**src/rtl/rfs_pkg.sv**
```systemverilog
package rfs_pkg;
    typedef enum logic {
        MODE_ROW_ADDR  = 1'b0,
        MODE_SELF_ADDR = 1'b1
    } rfs_mode_e;
endpackage

```
**src/rtl/rfs_interval_timer.sv**
```systemverilog
module rfs_interval_timer #(
    parameter int INTERVAL = 750
) (
    input  logic clk,
    input  logic rst_n,
    output logic tick
);
    localparam int TW = (INTERVAL > 1) ? $clog2(INTERVAL) : 1;

    typedef struct packed {
        logic [TW-1:0] cnt;
    } tmr_t;

    tmr_t s_d, s_q;
    logic at_end;

    always_comb begin
        s_d    = s_q;
        at_end = (s_q.cnt == TW'(INTERVAL - 1));
        if (at_end) s_d.cnt = '0;
        else        s_d.cnt = s_q.cnt + TW'(1);
    end

    always_ff @(posedge clk) begin
        if (!rst_n) s_q <= '0;
        else        s_q <= s_d;
    end

    assign tick = at_end;
endmodule

```
**src/rtl/rfs_pending_ctr.sv**
```systemverilog
module rfs_pending_ctr #(
    parameter int PEND_MAX = 4,
    parameter int MIN_GAP  = 7
) (
    input  logic clk,
    input  logic rst_n,
    input  logic tick,
    input  logic ack,
    output logic req,
    output logic accept,
    output logic overdue
);
    localparam int PW = $clog2(PEND_MAX + 1);
    localparam int GW = $clog2(MIN_GAP + 1);

    typedef struct packed {
        logic [PW-1:0] pend;
        logic [GW-1:0] gap;
    } pc_t;

    pc_t  s_d, s_q;
    logic at_lim;
    logic req_i;
    logic acc_i;

    always_comb begin
        s_d    = s_q;
        at_lim = (s_q.pend == PW'(PEND_MAX));
        req_i  = (s_q.pend != '0) && (s_q.gap == '0);
        acc_i  = req_i && ack;
        unique case ({tick, acc_i})
            2'b10:   if (!at_lim) s_d.pend = s_q.pend + PW'(1);
            2'b01:   s_d.pend = s_q.pend - PW'(1);
            default: s_d.pend = s_q.pend;
        endcase
        if (acc_i)               s_d.gap = GW'(MIN_GAP);
        else if (s_q.gap != '0)  s_d.gap = s_q.gap - GW'(1);
    end

    always_ff @(posedge clk) begin
        if (!rst_n) s_q <= '0;
        else        s_q <= s_d;
    end

    assign req     = req_i;
    assign accept  = acc_i;
    assign overdue = at_lim;
endmodule

```
**src/rtl/rfs_row_ctr.sv**
```systemverilog
module rfs_row_ctr
    import rfs_pkg::*;
#(
    parameter int ROW_W = 8
) (
    input  logic             clk,
    input  logic             rst_n,
    input  rfs_mode_e        mode,
    input  logic             accept,
    output logic [ROW_W-1:0] row
);
    typedef struct packed {
        logic [ROW_W-1:0] row;
    } rc_t;

    rc_t s_d, s_q;

    always_comb begin
        s_d = s_q;
        if (accept && (mode == MODE_ROW_ADDR))
            s_d.row = s_q.row + ROW_W'(1);
    end

    always_ff @(posedge clk) begin
        if (!rst_n) s_q <= '0;
        else        s_q <= s_d;
    end

    assign row = s_q.row;
endmodule

```
**src/rtl/refresh_sched.sv**
```systemverilog
module refresh_sched
    import rfs_pkg::*;
#(
    parameter int INTERVAL = 750,
    parameter int ROW_W    = 8,
    parameter int PEND_MAX = 4,
    parameter int MIN_GAP  = 7
) (
    input  logic             clk,
    input  logic             rst_n,
    input  logic             auto_mode,
    input  logic             ack,
    output logic             req,
    output logic [ROW_W-1:0] row_addr,
    output logic             overdue
);
    logic tick;
    logic accept;

    rfs_interval_timer #(.INTERVAL(INTERVAL)) u_tmr (
        .clk   (clk),
        .rst_n (rst_n),
        .tick  (tick)
    );

    rfs_pending_ctr #(.PEND_MAX(PEND_MAX), .MIN_GAP(MIN_GAP)) u_pend (
        .clk     (clk),
        .rst_n   (rst_n),
        .tick    (tick),
        .ack     (ack),
        .req     (req),
        .accept  (accept),
        .overdue (overdue)
    );

    rfs_row_ctr #(.ROW_W(ROW_W)) u_row (
        .clk    (clk),
        .rst_n  (rst_n),
        .mode   (rfs_mode_e'(auto_mode)),
        .accept (accept),
        .row    (row_addr)
    );
endmodule


```
**config.mk**
```make
export PLATFORM = sky130hd
export DESIGN_NAME = refresh_sched
export DESIGN_NICKNAME = d
export VERILOG_FILES = /design/src/rtl/rfs_pkg.sv /design/src/rtl/rfs_interval_timer.sv /design/src/rtl/rfs_pending_ctr.sv /design/src/rtl/rfs_row_ctr.sv /design/src/rtl/refresh_sched.sv
export SDC_FILE = /design/constraint.sdc
export NUM_CORES = 1
export LEC_CHECK = 0
export BUFFER_PORTS_ARGS = -buffer_cell sky130_fd_sc_hd__clkbuf_2
export CORE_ASPECT_RATIO = 0.8
export CORE_UTILIZATION = 50
export DETAILED_ROUTE_END_ITERATION = 6
export PLACE_DENSITY = 0.78
export SLEW_MARGIN = 30
export SYNTH_ARGS = -nofsm -noshare
export SYNTH_HDL_FRONTEND = slang
export SYNTH_HIERARCHICAL = 1
export SYNTH_SLANG_ARGS = --single-unit
```
**constraint.sdc**
```tcl
create_clock -name clk -period 6.2 [get_ports clk]
set_input_delay 0 -clock clk [delete_from_list [all_inputs] [get_ports clk]]
set_output_delay 0 -clock clk [all_outputs]
set_load 0.03 [all_outputs]
```
==> results of run 1 <==
-- worst min-delay path, stage by stage --
cell and delay, ps:
clkbuf_2 100, nor2b_1 70, xnor2_1 130, nor2_1 40
-- flip-flops by register name (all words and copies together) (netlist names) --
register and cells:
u_tmr/s_q 10, u_pend/s_q 6, u_row/row 8
-- layout by cell type, fill, tap and decap left out, types with 3 or more instances in the layout --
cell and count:
nand3_1 4, ha_1 5, mux2i_1 4, xor2_1 3, xnor2_1 4, nand2_1 8
or3_1 5, inv_1 13, clkbuf_4 3, nor2_1 14, a21oi_1 10, clkbuf_2 13
o21ai_0 7, o211ai_1 3, dfxtp_1 24
-- power by group --
part | total [mW] | leakage (nW) | internal [mW] | switching (mW)
clock | 0.115 | 0.0279 | 0.0654 | 0.0492
combinational | 0.0710 | 0.337 | 0.0333 | 0.0376
sequential | 0.176 | 0.195 | 0.166 | 0.00989
-- metal layers --
| metal | share of wire | track usage | vias to the layer above |
|---|---|---|---|
| li1 | - | - | 527 |
| met1 | 0.46 | 0.2402 | 476 |
| met2 | 0.43 | 0.3209 | 35 |
| met3 | 0.065 | 0.07022 | 12 |
| met4 | 0.042 | 0.1429 | 0 |
| met5 | 0 | 0 | - |
-- layout make-up --
| class | instances | area, µm² |
|---|---|---|
| timing repair buffer | 14 | 75.07 |
| fill | 179 | 848.3 |
| clock buffer | 3 | 22.52 |
| tap | 25 | 31.28 |
| inverter | 15 | 56.30 |
| clock inverter | 1 | 30.03 |
| sequential | 24 | 480.5 |
| multi-input combinational | 100 | 708.2 |
-- metrics by stage --
step | total power, mW | util
CTS | 0.3642 | 0.6233
detailed placement | 0.2488 | 0.5956
global route | 0.3799 | 0.6233
global placement | 0.2453 | 0.5956
finish | 0.3611 | 0.6233
floorplan | 0.2350 | -
-- logic make-up (layout without fill, tap and decap cells) --
kind of cell / count (synthesis) / count (layout) / synth area share
AND/OR/NAND/NOR: 54 / 54 / 0.2764
AO/OA/AOI/OAI: 29 / 29 / 0.1447
flip-flops: 24 / 24 / 0.3859
buffers and inverters: 15 / 33 / 0.04522
XOR/XNOR: 7 / 7 / 0.04925
adder cells (fa/ha/maj): 6 / 6 / 0.06633
multiplexers: 4 / 4 / 0.03216
-- final timing paths --
kind / endpoint / slack [ps] / depth (start not counted)
worst min-delay path: u_row/row[0]$_SDFFE_PN0P_ / 50 / 4
worst max-delay path: u_pend/s_q[4]$_SDFFE_PN0P_ / 3530 / 9
worst min register to register: u_row/row[7]$_SDFFE_PN0P_ / 490 / 2
worst max register to register: u_pend/s_q[4]$_SDFFE_PN0P_ / 3530 / 9
==> out/results.txt, run 1 <==
initial antenna violation count = 0
CP startpoint = u_tmr/s_q[0]$_SDFF_PP0_
CTS Root Cell = clkbuf_4
r2r startpoint = u_tmr/s_q[0]$_SDFF_PP0_
ys flop type = dfxtp_1
DP Area = 1341 µm²
remaining global-route overflow = 0
Mapped Area = 1245 µm²
crit end category = flop
Area Overhead vs Synth = 12.76%
cell area after layout = 1404 µm²
Antenna Nets Post-Route = 0
VDD IR max = 0.0001609 V
Worst-Skew Late Latency = 320 ps
post-place setup slack = 3733 ps
Worst EP arrival = 2950 ps
routed wire length = 2450 µm
CTS tree = built
max-slew violations = 0
Final TNS setup = 0 ps
post-layout min period = 2669 ps
Yosys top cell area share = 0.3859
diode count = 0
die area = 2695 µm²
clock skew = 4.668 ps
CTS max path bufs = 2
cts repair resizes = 0
kind of critical path = flop to flop
Crit path max-delay family = simple AND/OR/NAND/NOR gates
Vias = 1,050
FP Rows = 15
min-delay src = auto_mode
unique cell type count in the Yosys netlist = 40
CP bufs+invs = 1
Final Hold Fails = 0
Synth Register Bits = 24
number of post-CTS setup repair buffers = 0
post-DR wirelength/cell = 13.46 µm
period utilisation layout = 0.4305
Synth Instances = 139
cts bufs inserted = 3
peak fanout along the critical path = 5
Syn Area/Cell = 8.956 µm²
hold buffers post-CTS = 1
Syn. warnings = 6
detailed-router iteration count before antenna repair = 6
largest net degree at the start of global routing = 15
via/cell ratio = 5.769
pwr dens = 257.3 nW/µm²
PortBufs = 13
first-pass GRT wire length = 3960 µm
Least-Margin Pin Slew = 433.1 ps
die height = 46.63 µm
top cells by count, synth = dfxtp_1, nor2_1, inv_1
Total GRT Usage = 0.2047
Worst setup SP type = flop
count leader, synth = dfxtp_1
fmax = 0.3747 GHz
max-cap viol count = 0
Die W = 57.79 µm
Clock transition at path regs = 130 ps
Slowest-stage cell, CP = dfxtp_1
ranking of synthesized cells by area = dfxtp_1, ha_1, nor2_1
area leader, netlist = dfxtp_1
I/O pin count = 14
vias in the first global route = 919
Pleak = 0.5597 nW
worst hold slack = 49.29 ps
register area share after synthesis = 0.3859
RSZ-0062 raised after global routing = no
H-tree depth = 1
Critical Path RT = 6480 ps
routability cong. = 0.7653
delay of the slowest critical-path stage = 460 ps
non-filler cells, final = 182
FFs w/ async S/R, synth = 0
# clock sinks = 24
post-route worst setup slack = 3531 ps
Initial Utilization = 0.5528
Mapped Nets = 149
worst min-delay path category = primary input to flop
nets = 168
core region area = 2252 µm²
drt drc = 0
Slew headroom = 0.7093
number of synthesized flops with an enable pin = 0
HPWL Detailed = 1773 µm
Iteration-0 DRC Markers = 59
outcome = complete, no violations
layout cells sized above 1 = 0.1720
CP Cell Sequence = ha_1 > nand4_1 > nor2_1 > inv_1 > nand2_1 > fa_1 > or3_1 > nor3_1 > a311o_1
Final Setup Violations = 0
placed cells = 177
(Power assumes the default switching activity.)
==> run 2, diff against run 1 <==
Settings changed: ABC_AREA from default to 1, PLACE_DENSITY 0.78 to 0.8.
Clock period 6.2 ns to 2.2 ns, I/O delays scaled along.
==> out/results.txt, run 2 <==
count leader, synth = nand2_1
routed wire length = 2238 µm
largest net degree at the start of global routing = 15
commonest non-fill, non-tap cell in the layout = nand2_1
CP startpoint = u_tmr/s_q[1]$_SDFF_PP0_
max-slew violations = 0
Pleak = 0.6098 nW
detailed-router iteration count before antenna repair = 4
max reg flops = 10
delay of the slowest critical-path stage = 420 ps
nets = 197
Initial Utilization = 0.5246
crit end category = flop
Critical Path RT = 2420 ps
post-layout min period = 1904 ps
Slowest-stage cell, CP = fa_1
Least-Margin Pin Slew = 289.4 ps
unique cell type count in the Yosys netlist = 26
die height = 47.28 µm
core region area = 2442 µm²
Clock transition at path regs = 120 ps
ranking of synthesized cells by area = dfxtp_1, nand2_1, nor2_1
Worst-Skew Late Latency = 300 ps
remaining global-route overflow = 0
Biggest register = u_tmr/s_q
number of synthesized flops with an enable pin = 0
Worst EP arrival = 2120 ps
Yosys top cell area share = 0.3750
first-pass GRT wire length = 3387 µm
number of post-CTS setup repair buffers = 0
Final Setup Violations = 0
ys flop type = dfxtp_1
max-cap viol count = 0
post-route worst setup slack = 296.3 ps
post-DR wirelength/cell = 10.08 µm
I/O pin count = 14
Synth Instances = 169
CTS Root Cell = clkbuf_4
# clock sinks = 24
pwr dens = 634.3 nW/µm²
die area = 2770 µm²
Syn. warnings = 6
non-filler cells, final = 222
vias in the first global route = 804
PortBufs = 13
DP Area = 1391 µm²
Total Power = 905.5 µW
Synth Register Bits = 24
worst min-delay path category = primary input to flop
Worst setup SP type = flop
RSZ-0062 raised after global routing = no
FP Rows = 16
post-place setup slack = 302.4 ps
Vias = 1,031
cell area after layout = 1428 µm²
Final Hold Fails = 0
top cells by count, synth = nand2_1, dfxtp_1, nor2_1
kind of critical path = flop to flop
clock skew = 1.286 ps
VDD IR max = 0.0005946 V
Die W = 58.60 µm
CP bufs+invs = 4
Area Overhead vs Synth = 11.43%
placed cells = 218
commonest cells after routing, fill and taps aside = nand2_1, nor2_1, dfxtp_1, inv_1
outcome = complete, no violations
drt drc = 0
Mapped Nets = 179
Final TNS setup = 0 ps
Slew headroom = 0.8071
Total GRT Usage = 0.1653
layout cells sized above 1 = 0.2312
FFs w/ async S/R, synth = 0
r2r startpoint = u_tmr/s_q[1]$_SDFF_PP0_
HPWL Detailed = 1762 µm
H-tree depth = 1
Iteration-0 DRC Markers = 43
CP Cell Sequence = inv_1 > ha_1 > nand2_1 > nor2_1 > nand3_1 > inv_1 > clkinv_1 > nand4_2 > fa_1 > inv_1 > nand2_2 > a21oi_1 > nor2_1
Crit path max-delay family = adder cells
end of the critical path = u_pend/s_q[5]$_SDFFE_PN0P_
CTS max path bufs = 2
initial antenna violation count = 0
flop-to-flop setup slack = 300 ps
most frequent CP cell = inv_1
period utilisation layout = 0.8653
worst hold slack = 13.76 ps
register area share after synthesis = 0.3750
cts repair resizes = 0
area leader, netlist = dfxtp_1
routability cong. = 0.7952
cts bufs inserted = 3
Stages on worst setup path = 13
hold buffers post-CTS = 0
diode count = 0
Syn Area/Cell = 7.581 µm²
post-layout util = 0.5845
via/cell ratio = 4.644
peak fanout along the critical path = 4
Antenna Nets Post-Route = 0
CTS tree = built
fmax = 0.5253 GHz
reg-to-reg endpoint = u_pend/s_q[5]$_SDFFE_PN0P_
min-delay src = ack
Mapped Area = 1281 µm²
Worst R2R Path Depth = 13
run 2: cell count changes after synthesis, moves of 5 or more:
cell and change:
nand2_2 +5, inv_1 +8, nand3_1 +7, or3_1 -5
nor2_1 +10, nor2_4 +6, nand2_1 +22, o21ai_0 -5
run 2: kinds of logic after synthesis:
| kind of cell | count (synthesis) | synth area share |
|---|---|---|
| AO/OA/AOI/OAI | 21 | 0.08984 |
| XOR/XNOR | 5 | 0.03419 |
| adder cells (fa/ha/maj) | 6 | 0.06445 |
| buffers and inverters | 27 | 0.08984 |
| flip-flops | 24 | 0.3750 |
| AND/OR/NAND/NOR | 86 | 0.3467 |
run 2: routing by layer:
layer | global-route usage | wire length (µm) | share of wire | up-vias
met5 | 0 | 0 | 0 | -
met4 | 0.01429 | 0 | 0 | 0
met3 | 0.05785 | 92 | 0.041 | 0
met2 | 0.2644 | 1021 | 0.46 | 16
met1 | 0.2267 | 1123 | 0.50 | 455
li1 | - | - | - | 560
run 2: final cells by class:
type	count	area, µm²
multi-input combinational	118	685.7
clock buffer	4	36.28
inverter	27	115.1
tap	36	45.04
timing repair buffer	13	65.06
fill	250	1015
sequential	24	480.5
run 2: worst min-delay path, delay by kind of cell:
kind	cells	cell delay (ps)
AOI/OAI and AO/OA	1	60
buffers and inverters	1	120
and+or+nand+nor	1	100
run 2: worst min path at each step:
stage | endpoint | depth (start not counted)
finish | u_pend/s_q[0]$_SDFFE_PN0P_ | 3
floorplan | u_pend/s_q[2]$_SDFFE_PN0P_ | 1
global placement | u_pend/s_q[1]$_SDFFE_PN0P_ | 3
global route | u_pend/s_q[0]$_SDFFE_PN0P_ | 3
detailed placement | u_pend/s_q[0]$_SDFFE_PN0P_ | 3
CTS | u_pend/s_q[0]$_SDFFE_PN0P_ | 3
run 2: where the power goes:
group,switching [mW],internal [mW],leakage (nW)
Sequential,0.0245,0.464,0.195
Clock,0.124,0.101,0.0210
Combinational,0.117,0.0750,0.394
==> run 3, diff against run 2 <==
Settings changed: CTS_BUF_LIST from default to sky130_fd_sc_hd__clkbuf_4 sky130_fd_sc_hd__clkbuf_8, GPL_TIMING_DRIVEN from default to 0.
==> out/results.txt, run 3 (synthesis results as in run 2) <==
initial antenna violation count = 0
Worst R2R Path Depth = 12
pwr dens = 612.7 nW/µm²
commonest cells after routing, fill and taps aside = nand2_1, nor2_1, dfxtp_1, inv_1
I/O pin count = 14
die area = 2770 µm²
flop-to-flop setup slack = 280 ps
CTS max path bufs = 2
cts bufs inserted = 3
clock skew = 6.679 ps
diode count = 0
Pleak = 0.6026 nW
CTS Root Cell = clkbuf_4
Worst-Skew Late Latency = 310 ps
crit end category = flop
Critical Path RT = 2420 ps
first-pass GRT wire length = 3601 µm
non-filler cells, final = 221
remaining global-route overflow = 0
RSZ-0062 raised after global routing = no
largest net degree at the start of global routing = 15
Iteration-0 DRC Markers = 30
worst hold slack = 6.159 ps
fmax = 0.5197 GHz
NetSw = 263.3 µW
cts repair resizes = 0
met2 WL = 1200 µm
sequential share of power = 0.565
CP startpoint = u_tmr/s_q[1]$_SDFF_PP0_
Slew headroom = 0.8130
end of the critical path = u_pend/s_q[4]$_SDFFE_PN0P_
DP Area = 1391 µm²
Vias = 1,080
routability cong. = 0.7685
max-slew violations = 0
Antenna Nets Post-Route = 0
drt drc = 0
max reg flops = 10
Final TNS setup = 0 ps
number of post-CTS setup repair buffers = 0
Clock transition at path regs = 120 ps
max-cap viol count = 0
Int Pwr = 602.9 µW
Met1 Wirelength = 1000 µm
Worst EP arrival = 2150 ps
peak fanout along the critical path = 4
Worst setup SP type = flop
period utilisation layout = 0.8747
Final Hold Fails = 0
wire length on met3 = 92 µm
detailed-router iteration count before antenna repair = 5
Biggest register = u_tmr/s_q
via/cell ratio = 4.887
cell area after layout = 1414 µm²
H-tree depth = 1
reg-to-reg endpoint = u_pend/s_q[4]$_SDFFE_PN0P_
Final Setup Violations = 0
Total GRT Usage = 0.1812
die height = 47.28 µm
worst min-delay path category = primary input to flop
Clk pwr share = 0.217
routed wire length = 2353 µm
layout cells sized above 1 = 0.2270
PortBufs = 13
r2r startpoint = u_tmr/s_q[1]$_SDFF_PP0_
kind of critical path = flop to flop
nets = 197
post-DR wirelength/cell = 10.65 µm
placed cells = 218
Total Power = 866.2 µW
FP Rows = 16
hold buffers post-CTS = 0
core region area = 2442 µm²
Area Overhead vs Synth = 10.35%
Die W = 58.60 µm
VDD IR max = 0.0004882 V
outcome = complete, no violations
Least-Margin Pin Slew = 280.6 ps
uppermost layer routed = met4
Initial Utilization = 0.5246
post-layout min period = 1924 ps
commonest non-fill, non-tap cell in the layout = nand2_1
vias in the first global route = 894
HPWL Detailed = 1879 µm
CTS tree = built
sw frac = 0.3040
# clock sinks = 24
Comb pwr share = 0.219
run 3: worst min-delay path by stage:
stage                from                    endpoint  slack [ps]  cells after the start
finish                ack  u_pend/s_q[1]$_SDFFE_PN0P_           6                      3
global placement      ack  u_pend/s_q[0]$_SDFFE_PN0P_         330                      3
detailed placement    ack  u_pend/s_q[1]$_SDFFE_PN0P_         340                      3
global route          ack  u_pend/s_q[1]$_SDFFE_PN0P_           2                      3
floorplan           rst_n  u_pend/s_q[2]$_SDFFE_PN0P_         120                      1
CTS                   ack  u_pend/s_q[1]$_SDFFE_PN0P_           6                      3
run 3: power groups by stage:
stage / clock network [mW] / logic (mW) / registers (mW)
global placement: 0 / 0.181 / 0.497
global route: 0.206 / 0.221 / 0.492
detailed placement: 0 / 0.193 / 0.499
CTS: 0.191 / 0.194 / 0.489
floorplan: 0 / 0.159 / 0.495
finish: 0.188 / 0.189 / 0.489
run 3: cell type report:
| cell class | instances | area, µm² |
|---|---|---|
| Multi-Input combinational cell | 118 | 685.7 |
| Sequential cell | 24 | 480.5 |
| Tap cell | 36 | 45.04 |
| Timing Repair Buffer | 13 | 65.06 |
| Fill cell | 238 | 1028 |
| Inverter | 27 | 115.1 |
| Clock buffer | 3 | 22.52 |
run 3: stage by stage:
stage	utilization	setup slack, ps
2_1_floorplan	-	442.8
3_3_place_gp	0.5697	333.3
3_5_place_dp	0.5697	269.0
4_1_cts	0.5789	252.0
5_1_grt	0.5789	138.0
6_report	0.5789	275.7
run 3: critical path, cell delays in order, from the launching register on:
cell and delay (ps):
dfxtp_1 390, inv_1 60, ha_1 170, nand2_1 60, nor2_1 40, nand3_1 110, inv_1 60, clkinv_1 60
nand4_2 150, fa_1 520, inv_1 60, nor2_2 120, nor2_2 50
run 3: metal layers:
layer | up-vias | GRT usage
li1 | 560 | -
met1 | 494 | 0.2027
met2 | 18 | 0.3241
met3 | 8 | 0.05785
met4 | 0 | 0.08571
met5 | - | 0
